===== config.mk =====
export PLATFORM = sky130hd
export DESIGN_NAME = dsg_guard_seq
export DESIGN_NICKNAME = d
export VERILOG_FILES = /design/src/rtl/dsg_guard_pkg.sv /design/src/rtl/dsg_delay_limits.sv /design/src/rtl/dsg_delay_timer.sv /design/src/rtl/dsg_guard_seq.sv
export SDC_FILE = /design/constraint.sdc
export NUM_CORES = 1
export LEC_CHECK = 0
export BUFFER_PORTS_ARGS = -buffer_cell sky130_fd_sc_hd__buf_2
export CORE_MARGIN = 2
export CORE_UTILIZATION = 67
export CTS_CLUSTER_DIAMETER = 40
export DETAILED_ROUTE_END_ITERATION = 7
export GPL_TIMING_DRIVEN = 0
export MAX_ROUTING_LAYER = met4
export PLACE_DENSITY = 0.86
export SYNTH_ARGS = -nofsm -noshare
export SYNTH_HDL_FRONTEND = slang
export SYNTH_HIERARCHICAL = 1
export SYNTH_SLANG_ARGS = --single-unit

===== constraint.sdc =====
create_clock -name clk -period 8.8 [get_ports clk]
set_input_delay 0.44 -clock clk [delete_from_list [all_inputs] [get_ports clk]]
set_output_delay 0.44 -clock clk [all_outputs]
set_load 0.02 [all_outputs]

===== src/rtl/dsg_guard_pkg.sv =====
package dsg_guard_pkg;

   typedef enum logic [1:0] {
      ST_RUN = 2'd0,
      ST_UV  = 2'd1,
      ST_OC  = 2'd2
   } dsg_state_e;

   function automatic int unsigned fast_lim(input int unsigned dly, input int unsigned sh);
      int unsigned v;
      v = dly >> sh;
      return (v == 0) ? 1 : v;
   endfunction

   function automatic int unsigned max4(input int unsigned a, input int unsigned b,
                                        input int unsigned c, input int unsigned d);
      int unsigned m;
      m = a;
      if (b > m) m = b;
      if (c > m) m = c;
      if (d > m) m = d;
      return m;
   endfunction

endpackage


===== src/rtl/dsg_delay_limits.sv =====
module dsg_delay_limits #(
   parameter int unsigned UV_DLY_TICKS  = 800,
   parameter int unsigned OC_DLY_TICKS  = 160,
   parameter int unsigned SC_DLY_TICKS  = 2,
   parameter int unsigned REL_DLY_TICKS = 8,
   parameter int unsigned TEST_SHIFT    = 4,
   parameter bit          TEST_EN       = 1'b1,
   parameter int unsigned CNT_W         = 10
) (
   input  logic             test_mode,
   output logic [CNT_W-1:0] uv_lim,
   output logic [CNT_W-1:0] oc_lim,
   output logic [CNT_W-1:0] sc_lim,
   output logic [CNT_W-1:0] rel_lim
);
   import dsg_guard_pkg::*;

   localparam int unsigned UV_FAST  = fast_lim(UV_DLY_TICKS, TEST_SHIFT);
   localparam int unsigned OC_FAST  = fast_lim(OC_DLY_TICKS, TEST_SHIFT);
   localparam int unsigned REL_FAST = fast_lim(REL_DLY_TICKS, TEST_SHIFT);

   if (UV_DLY_TICKS < 1 || OC_DLY_TICKS < 1 || SC_DLY_TICKS < 1 || REL_DLY_TICKS < 1) begin : g_bad_dly
      $error("dsg_delay_limits: every delay needs at least one tick");
   end
   if (TEST_SHIFT > 16) begin : g_bad_shift
      $error("dsg_delay_limits: TEST_SHIFT out of range");
   end

   // short-circuit delay never follows test mode
   assign sc_lim = CNT_W'(SC_DLY_TICKS);

   if (TEST_EN) begin : g_test
      assign uv_lim  = test_mode ? CNT_W'(UV_FAST)  : CNT_W'(UV_DLY_TICKS);
      assign oc_lim  = test_mode ? CNT_W'(OC_FAST)  : CNT_W'(OC_DLY_TICKS);
      assign rel_lim = test_mode ? CNT_W'(REL_FAST) : CNT_W'(REL_DLY_TICKS);
   end else begin : g_fixed
      logic unused_test_mode;
      assign unused_test_mode = test_mode;
      assign uv_lim  = CNT_W'(UV_DLY_TICKS);
      assign oc_lim  = CNT_W'(OC_DLY_TICKS);
      assign rel_lim = CNT_W'(REL_DLY_TICKS);
   end

endmodule


===== src/rtl/dsg_delay_timer.sv =====
module dsg_delay_timer #(
   parameter int unsigned CNT_W = 10
) (
   input  logic             clk,
   input  logic             rst_n,
   input  logic             run,
   input  logic             clr,
   input  logic             tick,
   input  logic [CNT_W-1:0] limit,
   output logic             done
);
   logic [CNT_W-1:0] cnt;

   always_ff @(posedge clk) begin
      if (!rst_n)                      cnt <= '0;
      else if (!run || clr)            cnt <= '0;
      else if (tick && (cnt < limit))  cnt <= cnt + 1'b1;
   end

   assign done = run && (cnt >= limit);


   tmr_restart_chk: assert property (@(posedge clk) disable iff (!rst_n)
      (!run && $past(run)) |=> !done);

endmodule


===== src/rtl/dsg_guard_seq.sv =====
module dsg_guard_seq #(
   parameter int unsigned N_CELLS       = 2,
   parameter int unsigned UV_DLY_TICKS  = 800,
   parameter int unsigned OC_DLY_TICKS  = 160,
   parameter int unsigned SC_DLY_TICKS  = 2,
   parameter int unsigned REL_DLY_TICKS = 8,
   parameter int unsigned TEST_SHIFT    = 4,
   parameter bit          TEST_EN       = 1'b1
) (
   input  logic               clk,
   input  logic               rst_n,
   input  logic [N_CELLS-1:0] cell_low,
   input  logic [N_CELLS-1:0] cell_ok,
   input  logic               oc_hi,
   input  logic               sc_hi,
   input  logic               chg_sense,
   input  logic               ovchg_active,
   input  logic               test_mode,
   input  logic               tick,
   output logic               dsg_en,
   output logic               standby,
   output logic               pull_vdd,
   output logic               pull_vss
);
   import dsg_guard_pkg::*;

   localparam int unsigned MAX_DLY = max4(UV_DLY_TICKS, OC_DLY_TICKS, SC_DLY_TICKS, REL_DLY_TICKS);
   localparam int unsigned CNT_W   = (MAX_DLY < 2) ? 1 : $clog2(MAX_DLY + 1);
   localparam int unsigned N_TMR   = 4;
   localparam int unsigned T_UV = 0, T_OC = 1, T_SC = 2, T_REL = 3;

   if (N_CELLS < 1) begin : g_bad_cells
      $error("dsg_guard_seq: N_CELLS must be at least 1");
   end

   dsg_state_e       st_q, st_d;
   logic             sb_q, sb_d;
   logic             any_low, all_ok, moved;
   logic [N_TMR-1:0] t_run, t_done;
   logic [CNT_W-1:0] t_lim [N_TMR];

   assign any_low = |cell_low;
   assign all_ok  = &cell_ok;

   dsg_delay_limits #(
      .UV_DLY_TICKS (UV_DLY_TICKS),
      .OC_DLY_TICKS (OC_DLY_TICKS),
      .SC_DLY_TICKS (SC_DLY_TICKS),
      .REL_DLY_TICKS(REL_DLY_TICKS),
      .TEST_SHIFT   (TEST_SHIFT),
      .TEST_EN      (TEST_EN),
      .CNT_W        (CNT_W)
   ) u_lim (
      .test_mode(test_mode),
      .uv_lim   (t_lim[T_UV]),
      .oc_lim   (t_lim[T_OC]),
      .sc_lim   (t_lim[T_SC]),
      .rel_lim  (t_lim[T_REL])
   );

   // qualifying conditions for each delay
   assign t_run[T_UV]  = any_low && (st_q != ST_UV);
   assign t_run[T_OC]  = oc_hi && !ovchg_active && (st_q == ST_RUN);
   assign t_run[T_SC]  = sc_hi && (st_q == ST_RUN);
   assign t_run[T_REL] = ((st_q == ST_OC) && !oc_hi) ||
                         ((st_q == ST_UV) && !sb_q && all_ok);

   for (genvar i = 0; i < N_TMR; i++) begin : g_tmr
      dsg_delay_timer #(.CNT_W(CNT_W)) u_tmr (
         .clk  (clk),
         .rst_n(rst_n),
         .run  (t_run[i]),
         .clr  (moved),
         .tick (tick),
         .limit(t_lim[i]),
         .done (t_done[i])
      );
   end

   always_comb begin
      st_d = st_q;
      sb_d = sb_q;
      unique case (st_q)
         ST_RUN: begin
            if (t_done[T_UV]) begin
               st_d = ST_UV;
               sb_d = !ovchg_active;
            end else if (t_done[T_SC] || t_done[T_OC]) begin
               st_d = ST_OC;
            end
         end
         ST_OC: begin
            if (t_done[T_UV]) begin
               st_d = ST_UV;
               sb_d = !ovchg_active;
            end else if (t_done[T_REL]) begin
               st_d = ST_RUN;
            end
         end
         ST_UV: begin
            if (sb_q) begin
               if (chg_sense) sb_d = 1'b0;
            end else if (t_done[T_REL]) begin
               st_d = ST_RUN;
               sb_d = 1'b0;
            end
         end
         default: begin
            st_d = ST_RUN;
            sb_d = 1'b0;
         end
      endcase
   end

   assign moved = (st_d != st_q);

   always_ff @(posedge clk) begin
      if (!rst_n) begin
         st_q <= ST_RUN;
         sb_q <= 1'b0;
      end else begin
         st_q <= st_d;
         sb_q <= sb_d;
      end
   end

   assign dsg_en   = (st_q == ST_RUN);
   assign pull_vdd = (st_q == ST_UV);
   assign pull_vss = (st_q == ST_OC);
   assign standby  = sb_q;


   pull_excl_chk: assert property (@(posedge clk) disable iff (!rst_n)
      !(pull_vdd && pull_vss) && (dsg_en == !(pull_vdd || pull_vss)));


   stby_hold_chk: assert property (@(posedge clk) disable iff (!rst_n)
      (standby && !chg_sense) |=> (standby && !dsg_en));


   stby_pull_chk: assert property (@(posedge clk) disable iff (!rst_n)
      standby |-> pull_vdd);


   oc_entry_chk: assert property (@(posedge clk) disable iff (!rst_n)
      $rose(pull_vss) |-> ($past(sc_hi) || ($past(oc_hi) && !$past(ovchg_active))));


   uv_entry_chk: assert property (@(posedge clk) disable iff (!rst_n)
      $rose(pull_vdd) |-> ($past(any_low) && (standby == !$past(ovchg_active))));

endmodule


==> results of run 1 <==
-- report_power, final --
part           leakage (nW)  internal, W  switching (W)
clock network        0.0513    0.0000833      0.0000674
logic                  1.30    0.0000253      0.0000252
registers             0.347     0.000196     0.00000148
total                  1.70     0.000304      0.0000941
-- layout by cell type, fill, tap and decap left out, types with 14 or more instances in the layout --
cell,instances
inv_1,67
ha_1,44
dfxtp_1,43
buf_4,39
conb_1,30
nor2_1,28
nand4_1,28
nand2_1,26
a21oi_1,16
buf_2,15
nand2b_1,14
-- state kept, by name, indices dropped and copies added, names as in the netlist --
signal	flops
st_q	2
standby	1
g_tmr.u_tmr/cnt	40
-- logic make-up (layout without fill, tap and decap cells) --
family,Yosys count,count (layout),synth area share
multiplexers,4,4,0.0111
AO/OA/AOI/OAI,71,71,0.144
adder cells (fa/ha/maj),44,44,0.152
other,2,30,0.00208
buffers and inverters,106,128,0.151
AND/OR/NAND/NOR,168,168,0.273
XOR/XNOR,12,12,0.0291
flip-flops,43,43,0.238
-- synth_stat cells, types with 2 or more instances --
| cell | n | area share |
|---|---|---|
| nand4_1 | 28 | 0.048 |
| o31ai_1 | 4 | 0.0083 |
| nand2b_1 | 14 | 0.024 |
| a211o_1 | 4 | 0.0097 |
| nand2_1 | 26 | 0.027 |
| nor3_1 | 9 | 0.012 |
| mux2i_1 | 4 | 0.011 |
| ha_1 | 44 | 0.15 |
| conb_1 | 2 | 0.0021 |
| and3b_1 | 4 | 0.0097 |
| inv_1 | 67 | 0.070 |
| buf_4 | 39 | 0.081 |
| o21ai_0 | 12 | 0.017 |
| o21ai_1 | 3 | 0.0042 |
| a221o_1 | 4 | 0.011 |
| o21ai_4 | 4 | 0.018 |
| and4b_1 | 4 | 0.011 |
| nand4_2 | 4 | 0.014 |
| o211ai_1 | 4 | 0.0083 |
| a21o_1 | 4 | 0.0083 |
| o21a_1 | 4 | 0.0083 |
| nor4_1 | 4 | 0.0069 |
| nand3b_1 | 4 | 0.0083 |
| or4_1 | 8 | 0.017 |
| nand3_1 | 13 | 0.018 |
| and3_4 | 4 | 0.012 |
| nor2_1 | 28 | 0.029 |
| or2_2 | 4 | 0.0069 |
| xnor2_1 | 12 | 0.029 |
| o41ai_1 | 4 | 0.0097 |
| dfxtp_1 | 43 | 0.24 |
| a21oi_1 | 16 | 0.022 |
| or3_1 | 9 | 0.016 |
| o311ai_1 | 3 | 0.0073 |
-- stage by stage --
step,std cells,power (W)
floorplan,478,0.000240
global placement,563,0.000248
detailed placement,563,0.000250
CTS,570,0.000399
global route,570,0.000414
finish,570,0.000398
-- worst reg2reg max path: cells and delay by family (launching register included) --
kind	cells	cell delay, ps
compound gates	3	720
fa+ha+maj	1	300
simple gates	6	1700
flops	1	470
-- per-layer routing --
metal | track usage | part of all wire | routed length, um | up-vias
met5 | - | 0 | 0 | -
met4 | 0.0732 | 0.014 | 106 | 0
met3 | 0.0419 | 0.053 | 396 | 11
met2 | 0.490 | 0.49 | 3680 | 86
met1 | 0.324 | 0.44 | 3260 | 1516
li1 | - | - | - | 1638
-- final timing paths --
check                                startpoint                                  to  slack [ps]  cells after the start
max reg2reg  g_tmr[3].u_tmr/cnt[5]$_SDFFE_PP0P_  g_tmr[2].u_tmr/cnt[2]$_SDFFE_PP0P_        5560                     10
min reg2reg  g_tmr[3].u_tmr/cnt[9]$_SDFFE_PP0P_  g_tmr[3].u_tmr/cnt[9]$_SDFFE_PP0P_         490                      2
max                                   test_mode  g_tmr[2].u_tmr/cnt[2]$_SDFFE_PP0P_        5350                     14
min                                   chg_sense                standby$_SDFFE_PN0P_         450                      3
-- final cells by class --
class	instances	area, sq um
Sequential cell	43	861
Multi-Input combinational cell	329	2320
Clock buffer	6	72.6
Buffer	39	293
Tap cell	70	87.6
Fill cell	416	1190
Inverter	67	251
Clock inverter	1	30.0
Timing Repair Buffer	15	75.1
==> impl_metrics.env, run 1 <==
export IMPL_status="finished, final reports clean"
export IMPL_finalCritPeriodShare=0.392
export IMPL_finalSetupViolCount=0
export IMPL_worstMarginPinSlew_ps=513
export IMPL_crit_slowest_cell="or4_1"
export IMPL_ir_drop_uv=85.4
export IMPL_synth_edf_count=0
export IMPL_clkLatencyLatePin_ps=300
export IMPL_grt_overflow_total=0
export IMPL_cts_tree="built"
export IMPL_crit_chain="buf_2 > inv_1 > buf_4 > inv_1 > ha_1 > nand4_1 > a221o_1 > nand4_1 > o21a_1 > or3_1 > o211a_1 > nand3b_1 > or4_1 > nand2_1"
export IMPL_root_buffer="clkbuf_8"
export IMPL_cp_start_kind="input pin"
export IMPL_rsz0062_at_grt="no"
export IMPL_core_area_sq_um=5170
export IMPL_cts_hold_buffers=0
export IMPL_area_growth_pct=10.2
export IMPL_synthArstFlopShare=0
export IMPL_io_pins=16
export IMPL_worstPathRequired_ps=9040
export IMPL_grt_pass1_wl_mm=13.3
export IMPL_cts_resized_gates=0
export IMPL_p_per_area_nw_per_um2=99.9
export IMPL_synth_seq_cells=43
export IMPL_critPathBufInv=4
export IMPL_start_util=0.699
export IMPL_synthDistinctLibCells=44
export IMPL_synthCells=450
export IMPL_design_area_sq_um=3990
export IMPL_grt_usage=0.275
export IMPL_clkTransAtPathRegs_ps=80
export IMPL_die_x_um=77.5
export IMPL_post_cts_buffers=0
export IMPL_cts_path_max_buffers=2
export IMPL_fin_util=0.771
export IMPL_synthesis_area_sq_um=3620
export IMPL_critPathTopFamily="simple AND/OR/NAND/NOR gates"
export IMPL_drt_wirelength_per_cell_um=13.1
export IMPL_avgSynthCellArea_sq_um=8.04
export IMPL_fin_setup_tns_ps=0
export IMPL_ant_nets=0
export IMPL_antenna_found_initial=0
export IMPL_hold_viol_final=0
export IMPL_hp_class="input pin to flip-flop"
export IMPL_maxCapViolations=0
export IMPL_vias_per_cell=5.70
export IMPL_finalClockSkew_ps=4.92
export IMPL_layout_drive_gt1_share=0.156
export IMPL_max_freq_mhz=290
export IMPL_dr_pass1_iters=5
export IMPL_slew_headroom=0.653
export IMPL_critPathArrivalTime_ps=3690
export IMPL_yosysWarnings=6
export IMPL_dr_total_vias=3251
export IMPL_end_kind="flip-flop"
export IMPL_rows=26
export IMPL_grt_pass1_vias=3142
export IMPL_power_leakage_nw=1.70
export IMPL_worst_setup_path_type="input pin to flip-flop"
export IMPL_io_buffers=15
export IMPL_fin_crit_ps=3450
export IMPL_drc=0
export IMPL_fin_nets=556
export IMPL_seq_area_frac_synth=0.238
export IMPL_gp_congestion=0.818
export IMPL_cpPeakStageDelay_ps=550
export IMPL_synthFlopType="dfxtp_1"
export IMPL_insertedDiodeCount=0
export IMPL_placed_area_sq_um=3880
export IMPL_detailed_place_hpwl_mm=5.81
export IMPL_die_h_um=77.5
export IMPL_final_max_slew_violation_count=0
export IMPL_path_max_fanout=8
export IMPL_timing_hold_ws_ps=449
export IMPL_wl_mm=7.44
export IMPL_cts_htree_levels=2
export IMPL_fin_ws_ps=5350
export IMPL_cts_buffers=5
export IMPL_drtIter0Drc=189
export IMPL_clock_sinks=43
export IMPL_place_ws_ps=5070
export IMPL_die_area_sq_um=6000
export IMPL_grt_max_degree=13
Note: power is estimated with default switching activity, not from simulation.
==> run 2, diff against run 1 <==
- CORE_UTILIZATION: 67 -> 63
- PLACE_DENSITY: 0.86 -> 0.81
- clock period: 8.8 -> 3.61 ns (I/O delays scaled with it)
==> impl_metrics.env, run 2 (synthesis gave the netlist of run 1 again) <==
export IMPL_status="finished, final reports clean"
export IMPL_power_leakage_nw=1.70
export IMPL_critPathArrivalTime_ps=3480
export IMPL_crit_slowest_cell="or4_1"
export IMPL_ant_nets=0
export IMPL_slew_headroom=0.629
export IMPL_worstMarginPinSlew_ps=549
export IMPL_clock_sinks=43
export IMPL_end_kind="flip-flop"
export IMPL_clkLatencyLatePin_ps=300
export IMPL_max_freq_mhz=309
export IMPL_hold_viol_final=0
export IMPL_layout_drive_gt1_share=0.158
export IMPL_cts_buffers=5
export IMPL_dr_total_vias=3155
export IMPL_die_x_um=79.8
export IMPL_clkTransAtPathRegs_ps=80
export IMPL_worst_setup_path_type="input pin to flip-flop"
export IMPL_maxCapViolations=0
export IMPL_hp_class="input pin to flip-flop"
export IMPL_path_max_fanout=8
export IMPL_cts_tree="built"
export IMPL_area_growth_pct=9.90
export IMPL_fin_setup_tns_ps=0
export IMPL_drtIter0Drc=188
export IMPL_worstPathRequired_ps=3850
export IMPL_fin_ws_ps=374
export IMPL_fillCellCount=452
export IMPL_reg2reg_slack_ps=420
export IMPL_final_max_slew_violation_count=0
export IMPL_wl_mm=7.23
export IMPL_grt_pass1_vias=3032
export IMPL_die_h_um=79.8
export IMPL_drc=0
export IMPL_detailed_place_hpwl_mm=5.71
export IMPL_cts_hold_buffers=0
export IMPL_cts_resized_gates=0
export IMPL_antenna_found_initial=0
export IMPL_finalSetupViolCount=0
export IMPL_ir_drop_uv=166
export IMPL_largest_reg_flops=40
export IMPL_gp_congestion=0.843
export IMPL_rsz0062_at_grt="no"
export IMPL_grt_pass1_wl_mm=12.9
export IMPL_insertedDiodeCount=0
export IMPL_ff2ff_path_depth=10
export IMPL_cpPeakStageDelay_ps=550
export IMPL_cts_path_max_buffers=2
export IMPL_die_area_sq_um=6360
export IMPL_p_per_area_nw_per_um2=230
export IMPL_finalClockSkew_ps=9.83
export IMPL_largest_register="g_tmr.u_tmr/cnt"
export IMPL_place_ws_ps=111
export IMPL_drt_wirelength_per_cell_um=12.6
export IMPL_layout_commonest_cell="inv_1"
export IMPL_core_area_sq_um=5540
export IMPL_cts_htree_levels=2
export IMPL_start_util=0.653
export IMPL_crit_chain="buf_2 > inv_1 > buf_4 > inv_1 > ha_1 > nand4_1 > a221o_1 > nand4_1 > o21a_1 > or3_1 > o211a_1 > nand3b_1 > or4_1 > nand2_1"
export IMPL_rows=27
export IMPL_final_cell_mix="inv_1, ha_1, dfxtp_1, buf_4, conb_1"
export IMPL_dr_pass1_iters=5
export IMPL_post_cts_buffers=0
export IMPL_grt_max_degree=13
export IMPL_fin_nets=556
export IMPL_vias_per_cell=5.52
export IMPL_cp_start_kind="input pin"
export IMPL_fin_crit_ps=3240
export IMPL_io_pins=16
export IMPL_io_buffers=15
export IMPL_grt_overflow_total=0
export IMPL_root_buffer="clkbuf_8"
export IMPL_grt_usage=0.257
export IMPL_finalCritPeriodShare=0.896
export IMPL_holdPathStages=3
-- run 2: stage by stage --
stage                     hold slack [ps]  cell area (sq um)  instances  utilization  power (W)
final                                 184               3970        572        0.717   0.000914
after global routing                  188               3970        572        0.717   0.000962
after CTS                             177               3970        572        0.717   0.000918
after detailed placement              477               3890        565        0.701   0.000610
after global placement                468               3890        565        0.701   0.000606
after floorplan                       334               3720        478            -   0.000584
-- run 2: path summary, 6_finish.rpt --
check / startpoint / endpoint
worst max-delay path: test_mode / g_tmr[3].u_tmr/cnt[2]$_SDFFE_PP0P_
worst min-delay path: chg_sense / standby$_SDFFE_PN0P_
worst max register to register: g_tmr[3].u_tmr/cnt[5]$_SDFFE_PP0P_ / g_tmr[3].u_tmr/cnt[2]$_SDFFE_PP0P_
worst min register to register: g_tmr[1].u_tmr/cnt[7]$_SDFFE_PP0P_ / g_tmr[1].u_tmr/cnt[7]$_SDFFE_PP0P_
-- run 2: cell type report --
| type | count | area, sq um | share of cell area |
|---|---|---|---|
| plain buffers | 39 | 293 | 0.0737 |
| clock buffers | 6 | 82.6 | 0.0208 |
| clock inverters | 1 | 5.00 | 0.00126 |
| inverters | 67 | 251 | 0.0633 |
| multi-input cells | 329 | 2320 | 0.583 |
| flip-flops and latches | 43 | 861 | 0.217 |
| well taps | 72 | 90.1 | 0.0227 |
| repair buffers | 15 | 75.1 | 0.0189 |
-- run 2: where the power goes --
part,total (W),internal [W],switching [W]
Sequential,0.000480,0.000477,0.00000367
Clock,0.000312,0.000150,0.000162
Combinational,0.000121,0.0000611,0.0000601
Total,0.000914,0.000688,0.000225
-- run 2: layer usage --
layer / GRT usage / wire (um)
met1: 0.324 / 3450
met2: 0.426 / 3450
met3: 0.0362 / 235
met4: 0.0881 / 101
met5: - / 0
-- run 2: worst max-delay path, delay by kind of cell --
family	cells	cell delay [ps]
and+or+nand+nor	6	1700
AOI/OAI and AO/OA	3	710
buffers and inverters	4	520
adders and majority gates	1	350
==> run 3, diff against run 2 <==
- CORE_ASPECT_RATIO: not set -> 1.2
- CORE_MARGIN: 2 -> 8
==> impl_metrics.env, run 3 (synthesis gave the netlist of run 1 again) <==
export IMPL_p_clk_frac=0.362
export IMPL_ant_nets=0
export IMPL_rows=30
export IMPL_cts_path_max_buffers=2
export IMPL_min_to="standby$_SDFFE_PN0P_"
export IMPL_reg2reg_slack_ps=440
export IMPL_worst_setup_path_type="input pin to flip-flop"
export IMPL_detailed_place_hpwl_mm=5.71
export IMPL_power_switching_w=0.000231
export IMPL_drc=0
export IMPL_hold_viol_final=0
export IMPL_regToRegEndpoint="g_tmr[2].u_tmr/cnt[2]$_SDFFE_PP0P_"
export IMPL_fillCellCount=477
export IMPL_io_buffers=15
export IMPL_root_buffer="clkbuf_8"
export IMPL_end_kind="flip-flop"
export IMPL_fin_nets=556
export IMPL_finalClockSkew_ps=10.5
export IMPL_drtIter0Drc=189
export IMPL_final_cell_mix="inv_1, ha_1, dfxtp_1, buf_4, conb_1"
export IMPL_die_x_um=85.2
export IMPL_grt_usage=0.188
export IMPL_hp_class="input pin to flip-flop"
export IMPL_ir_drop_uv=267
export IMPL_clock_sinks=43
export IMPL_dr_total_vias=3168
export IMPL_place_ws_ps=118
export IMPL_largest_register="g_tmr.u_tmr/cnt"
export IMPL_grt_pass1_vias=3014
export IMPL_holdPathStages=3
export IMPL_path_max_fanout=8
export IMPL_p_sw_frac=0.245
export IMPL_finalSetupViolCount=0
export IMPL_cts_tree="built"
export IMPL_cts_buffers=5
export IMPL_intPower_w=0.000712
export IMPL_clkLatencyLatePin_ps=300
export IMPL_timing_hold_ws_ps=176
export IMPL_grt_overflow_total=0
export IMPL_grt_pass1_wl_mm=13.0
export IMPL_drt_wirelength_per_cell_um=13.0
export IMPL_largest_reg_flops=40
export IMPL_clkTransAtPathRegs_ps=90
export IMPL_critPathArrivalTime_ps=3490
export IMPL_cts_hold_buffers=0
export IMPL_ff2ff_path_depth=10
export IMPL_insertedDiodeCount=0
export IMPL_fin_crit_ps=3250
export IMPL_worstPathRequired_ps=3850
export IMPL_antenna_found_initial=0
export IMPL_gp_congestion=0.840
export IMPL_vias_per_cell=5.61
export IMPL_fin_ws_ps=358
export IMPL_max_freq_mhz=307
export IMPL_fin_util=0.712
export IMPL_dr_pass1_iters=5
export IMPL_min_delay_start="chg_sense"
export IMPL_post_cts_buffers=0
export IMPL_die_h_um=99.0
export IMPL_layout_drive_gt1_share=0.160
export IMPL_io_pins=16
export IMPL_pwr_share_seq=0.510
export IMPL_fin_setup_tns_ps=0
export IMPL_grt_max_degree=14
export IMPL_die_area_sq_um=8430
export IMPL_rsz0062_at_grt="no"
export IMPL_wl_mm=7.35
export IMPL_r2r_start="g_tmr[0].u_tmr/cnt[9]$_SDFFE_PP0P_"
export IMPL_area_growth_pct=10.1
export IMPL_p_per_area_nw_per_um2=237
export IMPL_pwr_share_comb=0.128
export IMPL_layout_commonest_cell="inv_1"
export IMPL_final_max_slew_violation_count=0
export IMPL_start_util=0.647
export IMPL_cts_htree_levels=2
export IMPL_maxCapViolations=0
export IMPL_cp_start_kind="input pin"
export IMPL_core_area_sq_um=5590
export IMPL_cts_resized_gates=0
export IMPL_status="finished, final reports clean"
export IMPL_finalCritPeriodShare=0.901
export IMPL_power_leakage_nw=1.70
==> run 3: cell type report <==
cell class                 instances  area [sq um]  share of cell area
buffer                            39           293              0.0736
clock buffer                       7          96.3              0.0242
clock inverter                     1          7.51             0.00189
inverter                          67           251              0.0632
multi-input combinational        329          2320               0.582
sequential                        43           861               0.216
tap                               64          80.1              0.0201
timing repair buffer              15          75.1              0.0189
==> run 3: how the worst max path moves through the flow <==
stage / cells past startpoint / endpoint / slack [ps] / from
after floorplan: 13 / g_tmr[1].u_tmr/cnt[2]$_SDFFE_PP0P_ / 780 / test_mode
after global placement: 14 / g_tmr[2].u_tmr/cnt[2]$_SDFFE_PP0P_ / 190 / test_mode
after detailed placement: 14 / g_tmr[2].u_tmr/cnt[2]$_SDFFE_PP0P_ / 120 / test_mode
after CTS: 14 / g_tmr[2].u_tmr/cnt[2]$_SDFFE_PP0P_ / 400 / test_mode
after global routing: 14 / g_tmr[1].u_tmr/cnt[2]$_SDFFE_PP0P_ / 190 / test_mode
final: 14 / g_tmr[2].u_tmr/cnt[2]$_SDFFE_PP0P_ / 360 / test_mode
==> run 3: metrics by stage <==
step	std cells	power (W)	instance area, sq um
finish	565	0.000943	3980
global route	565	0.000988	3980
CTS	565	0.000948	3980
detailed placement	557	0.000609	3880
global placement	557	0.000605	3880
floorplan	478	0.000584	3720
==> run 3: power groups by stage <==
stage / Clock [W] / Sequential [W] / Combinational (W)
after floorplan: 0 / 0.000491 / 0.0000933
after detailed placement: 0 / 0.000492 / 0.000118
after global placement: 0 / 0.000491 / 0.000113
final: 0.000342 / 0.000480 / 0.000121
after CTS: 0.000349 / 0.000480 / 0.000119
after global routing: 0.000370 / 0.000481 / 0.000138
==> run 3: critical path, cell delays in order <==
cell	delay (ps)
buf_2	140
inv_1	200
buf_4	150
inv_1	30
ha_1	350
nand4_1	170
a221o_1	230
nand4_1	180
o21a_1	270
or3_1	360
o211a_1	210
nand3b_1	380
or4_1	550
nand2_1	80
==> run 3: per-layer routing <==
metal	routed length, um	global-route usage	vias up
met2	3510	0.319	67
li1	-	-	1623
met5	0	-	-
met3	317	0.0383	6
met1	3470	0.222	1472
met4	61	0.0426	0
